`src/rtl/msq_pkg.sv`:
```
package msq_pkg;

    typedef enum logic {
        SEQ_IDLE = 1'b0,
        SEQ_RUN  = 1'b1
    } seq_state_e;

    typedef struct packed {
        seq_state_e st;
        logic       err;
        logic       blk_end;
        logic       done;
    } ctrl_state_t;

    localparam ctrl_state_t CTRL_RESET = '{st: SEQ_IDLE, err: 1'b0, blk_end: 1'b0, done: 1'b0};

endpackage

```
`src/rtl/msq_byte_ctr.sv`:
```
module msq_byte_ctr #(
    parameter int LEN_W = 12
) (
    input  logic             clk,
    input  logic             rst_n,
    input  logic             load_i,
    input  logic [LEN_W-1:0] len_i,
    input  logic             inc_i,
    input  logic             drop_i,
    output logic             wrap_o
);
    typedef struct packed {
        logic [LEN_W-1:0] len;
        logic [LEN_W-1:0] cnt;
    } byte_state_t;

    byte_state_t st_d, st_q;
    logic        at_last;

    assign at_last = (st_q.cnt == (st_q.len - LEN_W'(1)));
    assign wrap_o  = inc_i && at_last;

    always_comb begin
        st_d = st_q;
        if (load_i) begin
            st_d.len = len_i;
            st_d.cnt = '0;
        end else if (drop_i) begin
            st_d.cnt = '0;
        end else if (inc_i) begin
            st_d.cnt = at_last ? '0 : st_q.cnt + LEN_W'(1);
        end
    end

    always_ff @(posedge clk) begin
        if (!rst_n) begin
            st_q <= '0;
        end else begin
            st_q <= st_d;
        end
    end
endmodule

```
`src/rtl/msq_blk_ctr.sv`:
```
module msq_blk_ctr #(
    parameter int CNT_W = 16
) (
    input  logic             clk,
    input  logic             rst_n,
    input  logic             load_i,
    input  logic [CNT_W-1:0] total_i,
    input  logic             inc_i,
    output logic             last_o
);
    typedef struct packed {
        logic [CNT_W-1:0] total;
        logic [CNT_W-1:0] done;
    } blk_state_t;

    blk_state_t st_d, st_q;
    logic       endless;

    assign endless = (st_q.total == '0);
    assign last_o  = !endless && (st_q.done == (st_q.total - CNT_W'(1)));

    always_comb begin
        st_d = st_q;
        if (load_i) begin
            st_d.total = total_i;
            st_d.done  = '0;
        end else if (inc_i && !endless) begin
            st_d.done = st_q.done + CNT_W'(1);
        end
    end

    always_ff @(posedge clk) begin
        if (!rst_n) begin
            st_q <= '0;
        end else begin
            st_q <= st_d;
        end
    end
endmodule

```
`src/rtl/msq_ctrl.sv`:
```
module msq_ctrl
    import msq_pkg::*;
(
    input  logic clk,
    input  logic rst_n,
    input  logic start_i,
    input  logic byte_i,
    input  logic stop_i,
    input  logic len_zero_i,
    input  logic wrap_i,
    input  logic last_i,
    output logic load_o,
    output logic inc_byte_o,
    output logic inc_blk_o,
    output logic drop_o,
    output logic busy_o,
    output logic err_o,
    output logic blk_end_o,
    output logic done_o
);
    ctrl_state_t st_d, st_q;
    logic        running;

    assign running    = (st_q.st == SEQ_RUN);
    assign load_o     = !running && start_i && !len_zero_i;
    assign inc_byte_o = running && byte_i && !stop_i;
    assign inc_blk_o  = wrap_i;
    assign drop_o     = running && stop_i;

    always_comb begin
        st_d         = st_q;
        st_d.blk_end = 1'b0;
        st_d.done    = 1'b0;
        if (!running) begin
            if (start_i) begin
                if (len_zero_i) begin
                    st_d.err = 1'b1;
                end else begin
                    st_d.err = 1'b0;
                    st_d.st  = SEQ_RUN;
                end
            end
        end else if (stop_i) begin
            st_d.st   = SEQ_IDLE;
            st_d.done = 1'b1;
        end else if (wrap_i) begin
            st_d.blk_end = 1'b1;
            if (last_i) begin
                st_d.st   = SEQ_IDLE;
                st_d.done = 1'b1;
            end
        end
    end

    always_ff @(posedge clk) begin
        if (!rst_n) begin
            st_q <= CTRL_RESET;
        end else begin
            st_q <= st_d;
        end
    end

    assign busy_o    = running;
    assign err_o     = st_q.err;
    assign blk_end_o = st_q.blk_end;
    assign done_o    = st_q.done;
endmodule

```
`src/rtl/msq_xfer_seq.sv`:
```
module msq_xfer_seq #(
    parameter int LEN_W = 12,
    parameter int CNT_W = 16
) (
    input  logic             clk,
    input  logic             rst_n,
    input  logic [LEN_W-1:0] blk_len_i,
    input  logic [CNT_W-1:0] blk_cnt_i,
    input  logic             start_i,
    input  logic             byte_i,
    input  logic             stop_i,
    output logic             blk_end_o,
    output logic             xfer_done_o,
    output logic             busy_o,
    output logic             len_err_o
);
    logic load, inc_byte, inc_blk, drop, wrap, last_blk, len_zero;

    assign len_zero = (blk_len_i == '0);

    msq_ctrl u_ctrl (
        .clk        (clk),
        .rst_n      (rst_n),
        .start_i    (start_i),
        .byte_i     (byte_i),
        .stop_i     (stop_i),
        .len_zero_i (len_zero),
        .wrap_i     (wrap),
        .last_i     (last_blk),
        .load_o     (load),
        .inc_byte_o (inc_byte),
        .inc_blk_o  (inc_blk),
        .drop_o     (drop),
        .busy_o     (busy_o),
        .err_o      (len_err_o),
        .blk_end_o  (blk_end_o),
        .done_o     (xfer_done_o)
    );

    msq_byte_ctr #(.LEN_W(LEN_W)) u_bytes (
        .clk    (clk),
        .rst_n  (rst_n),
        .load_i (load),
        .len_i  (blk_len_i),
        .inc_i  (inc_byte),
        .drop_i (drop),
        .wrap_o (wrap)
    );

    msq_blk_ctr #(.CNT_W(CNT_W)) u_blocks (
        .clk     (clk),
        .rst_n   (rst_n),
        .load_i  (load),
        .total_i (blk_cnt_i),
        .inc_i   (inc_blk),
        .last_o  (last_blk)
    );
endmodule

```
`config.mk`:
```
export PLATFORM = sky130hd
export DESIGN_NAME = msq_xfer_seq
export DESIGN_NICKNAME = d
export VERILOG_FILES = /design/src/rtl/msq_pkg.sv /design/src/rtl/msq_byte_ctr.sv /design/src/rtl/msq_blk_ctr.sv /design/src/rtl/msq_ctrl.sv /design/src/rtl/msq_xfer_seq.sv
export SDC_FILE = /design/constraint.sdc
export NUM_CORES = 1
export LEC_CHECK = 0
export BUFFER_PORTS_ARGS = -buffer_cell sky130_fd_sc_hd__buf_2
export CAP_MARGIN = 15
export CORE_ASPECT_RATIO = 2
export CORE_MARGIN = 2
export CORE_UTILIZATION = 53
export CTS_CLUSTER_SIZE = 30
export DETAILED_ROUTE_END_ITERATION = 10
export PLACE_DENSITY = 0.78
export SLEW_MARGIN = 20
export SYNTH_ARGS = -nofsm -noshare
export SYNTH_HDL_FRONTEND = slang
export SYNTH_SLANG_ARGS = --single-unit
```
`constraint.sdc`:
```
create_clock -name clk -period 2.45 [get_ports clk]
set_clock_uncertainty 0.15 [all_clocks]
set_input_delay 0 -clock clk [delete_from_list [all_inputs] [get_ports clk]]
set_output_delay 0 -clock clk [all_outputs]
set_load 0.02 [all_outputs]
```
==> metrics.md <==
| Metric | Value |
|---|---|
| Register area share after synthesis | 33.4% |
| DR vias/cell | ~6.7 |
| Worst r2r path cells | 11 |
| Placed cells | 585 |
| CTS clk-pin slew, worst paths | roughly 0.060 ns |
| Highest cell delay on the worst timing path | about 0.54 ns |
| FP Rows | between 40 and 50 |
| DRT Pass-1 Iters | 7 |
| ANT nets after route | 0 |
| Min-delay src | blk_cnt_i[6] |
| RSZ-0062 raised after global routing | true |
| Crit path DAT | between 2 and 3 ns |
| Die Wd | a little over 60 microns |
| Most numerous cell in the Yosys netlist | nor2_1 |
| Clock Tree Root | clkbuf_16 |
| Seq. cell area | ~1200 sq um |
| Antenna violations before repair | 0 |
| Final min period | 2.85 ns |
| EDFF count, synth | 0 |
| Final Max Tran Viols | 0 |
| Mapped Nets | around 450 |
| H-tree depth | 3 |
| Clk buf depth | 2 |
| Max-cap violations | 0 |
| Run status | complete, but fails checks |
| PwrDens | between 600 and 700 nW/um^2 |
| Gr usage total | a little under two fifths |
| Endpoint class of the critical path | flop |
| CP Max Fanout | 11 |
| WHS Endpoint | u_blocks.st_q[22] |
| Post-synthesis mux area share | between 7 and 8% |
| Die Span Y | roughly 120 microns |
| Mean post-synth cell area | 8.74 sq um |
| Top cells by area, synth | dfxtp_1, xnor2_1, mux2i_1 |
| Largest family of logic cells by synthesized area | simple AND/OR/NAND/NOR gates |
| Post-synthesis cell count | about 410 |
| Main synth FF type | dfxtp_1 |
| Post-synth top cells | nor2_1, dfxtp_1, xnor2_1, nand2_1, mux2i_1 |
| Wire per inst | 25.0 microns |
| Post-Synth XOR/XNOR Area | 12.2% |
| FF-to-FF End | u_bytes.st_q[11] |
| FILL cells | roughly 310 |
| Failing checks | setup timing |
| Distinct cells, synth | 65 |
| Ports | 37 |
| F_max | ~0.35 GHz |
| Req. time, crit path | 2.58 ns |
| Asr flop ratio synth | 0% |
| Placeable Area | 6570 sq um |
| Area Growth Syn to Fin | 53.2% |
| CTS buffer count | 9 |
| Yosys synthesis warning count | 0 |
| Final wirelength | approximately 16000 microns |
| Fin crit share | 116% |
| Compound-cell area share of the yosys netlist | between 10% and 20% |
| Critical path class | reg2reg |
| Sink Count | 60 |
| DP HPWL | around 8000 microns |
| 1st-iter DRT viols | 516 |
| Ant diodes | 0 |
| CP max-delay cell | or4b_4 |
| CTS tree | yes |
| Post-route insts no fill | 653 |
| Cell taking the most area after synthesis | dfxtp_1 |
| First-pass GRT wire length | ~21000 microns |
| Max_slew headroom | around 47% |
| Critical R2R Launch | u_bytes.st_q[13] |
| Setup ws final | -0.401 ns |
| Largest net degree at the start of global routing | 37 |
| Synth Cell Area | about 3600 sq um |
| Cell Chain, Critical Path | inv_2 > ha_4 > or4b_4 > nor3b_4 > mux2i_1 > nand3_2 > buf_6 > nand3_1 > o21ai_1 > buf_4 > nor2_1 |
| Vias in the first global route | 4256 |
| Area of the multi-input gates | approximately 2600 sq um |
| Top cell type's share of synthesized area | about 33% |
| Drt drc | 0 |
| Hold slack | approximately 0.28 ns |
| Gpl congestion | ~0.95 |
| Post-synthesis adder-cell area fraction | under 10% |
| Layout cells sized above 1 | a little over a third |
| Post-Synth Simple-Gate Area | a little over a quarter |
| Clk Latency, worst-skew pair | around 0.34 ns |
| Hold path cells | 4 |
| Nets@finish | 597 |
| Initial core utilization | a little over half |
| CP startpoint kind | flop |
| Remaining Overflow, GRT | 0 |
| Hold WC Path Type | in2reg |
| Vias after detailed routing | 4405 |
| Final Hold Vio Count | 0 |
| Register bit count reported by yosys | 60 |
| Largest vdd supply drop | 647 uV |
| Lkg Pwr | 2.22 nW |
| Finish-stage setup viols | 31 |
| Die area | 7500 sq um |
| Worst Tran Pin Value | 0.795 ns |
| Flop-to-flop setup slack | -0.40 ns |
| I/O Buffers | 36 |
==> worst max-delay path, delay by kind of cell, from the launching register on <==
kind,cells,cell delay [ns]
AND/OR/NAND/NOR,5,1.29
buffers and inverters,3,0.48
multiplexers,1,0.24
AO/OA/AOI/OAI,1,0.12
flip-flops,1,0.34
adder cells (fa/ha/maj),1,0.16
==> per-layer routing <==
metal / routed length [microns] / track usage, % / up-vias
met5: 0 / 0 / -
met2: 8030 / 68.5 / 344
met1: 4930 / 33.0 / 2061
met3: 1220 / 8.47 / 181
met4: 2140 / 32.9 / 0
li1: - / - / 1819
==> registers in the layout (all words and copies together) (netlist names) <==
register / cells
u_blocks.st_q: 32
u_bytes.st_q: 24
u_ctrl.blk_end_o: 1
u_ctrl.busy_o: 1
u_ctrl.done_o: 1
u_ctrl.err_o: 1
==> layout make-up <==
class                   instances  area share, %
repair buffers                153           21.9
clock buffers                  10           4.34
flip-flops and latches         60           21.9
inverters                      14          0.955
well taps                      88           2.00
clock inverters                 6           2.02
multi-input cells             322           46.9
==> where the power goes <==
group          switching [mW]  leakage [nW]  internal (mW)  total [mW]
sequential             0.0500         0.490           1.01        1.06
combinational           0.431          1.56          0.403       0.834
clock                   0.482         0.169           1.02        1.50
==> worst max path at each step <==
| stage | start | to | slack, ns | depth (start not counted) |
|---|---|---|---|---|
| floorplan | u_bytes.st_q[13] | u_blocks.st_q[6] | -0.01 | 10 |
| global placement | u_bytes.st_q[13] | u_blocks.st_q[7] | -0.17 | 9 |
| detailed placement | u_bytes.st_q[13] | u_blocks.st_q[10] | -0.31 | 10 |
| CTS | u_bytes.st_q[12] | u_blocks.st_q[3] | -0.19 | 10 |
| global route | u_bytes.st_q[12] | u_bytes.st_q[11] | -0.53 | 11 |
| finish | u_bytes.st_q[13] | u_bytes.st_q[11] | -0.40 | 11 |
==> per-stage QoR <==
step | worst slack, ns | total power, mW | TNS (ns) | utilization (%) | instance area (sq um)
2_1_floorplan | -0.0108 | 1.43 | -0.0158 | - | 3620
3_3_place_gp | -0.166 | 1.64 | -2.18 | 66.2 | 4350
3_5_place_dp | -0.312 | 1.66 | -4.78 | 66.2 | 4350
4_1_cts | -0.189 | 3.26 | -3.66 | 80.1 | 5260
5_1_grt | -0.530 | 3.48 | -11.21 | 83.8 | 5510
6_report | -0.401 | 3.40 | -9.35 | 83.8 | 5510
==> cells by family after synthesis <==
family | Yosys count
xor gates and xnor gates | 50
DFF | 60
buffers and inverters | 32
AOI/OAI and AO/OA | 67
adders and majority gates | 4
and+or+nand+nor | 173
muxes | 25
==> cells in the final DEF, fill, tap and decap left out, types with 3 or more instances in the layout <==
master          n
a211oi_1        3
a21oi_1        11
buf_12          3
buf_2          36
buf_4          74
buf_6           7
bufinv_16       3
clkbuf_16       9
dfxtp_1        56
dfxtp_2         4
dlygate4sd3_1  33
inv_1          10
inv_2           4
mux2i_1        24
nand2_1        23
nand3_1        15
nand4_1        13
nand4_4         5
nand4b_1        3
nor2_1         57
nor2_2          3
nor3_1          4
nor3_2          3
nor4_1          5
nor4_2          4
o211ai_1        6
o21ai_0         4
o311ai_2        4
o311ai_4        3
o41ai_1         3
o41ai_2         4
or3_1           9
or4_1           4
xnor2_1        30
xor2_1         20
==> timing repair <==
action                                  CTS  global route
hold buffers                             33             0
resized for setup                        26            32
endpoints found under the setup margin   30            31
endpoints found under the hold margin    33             0
gates cloned                              2             1
pin swaps                                25            22
buffers inserted                          7             9
Power figures use the tool's default switching activity.
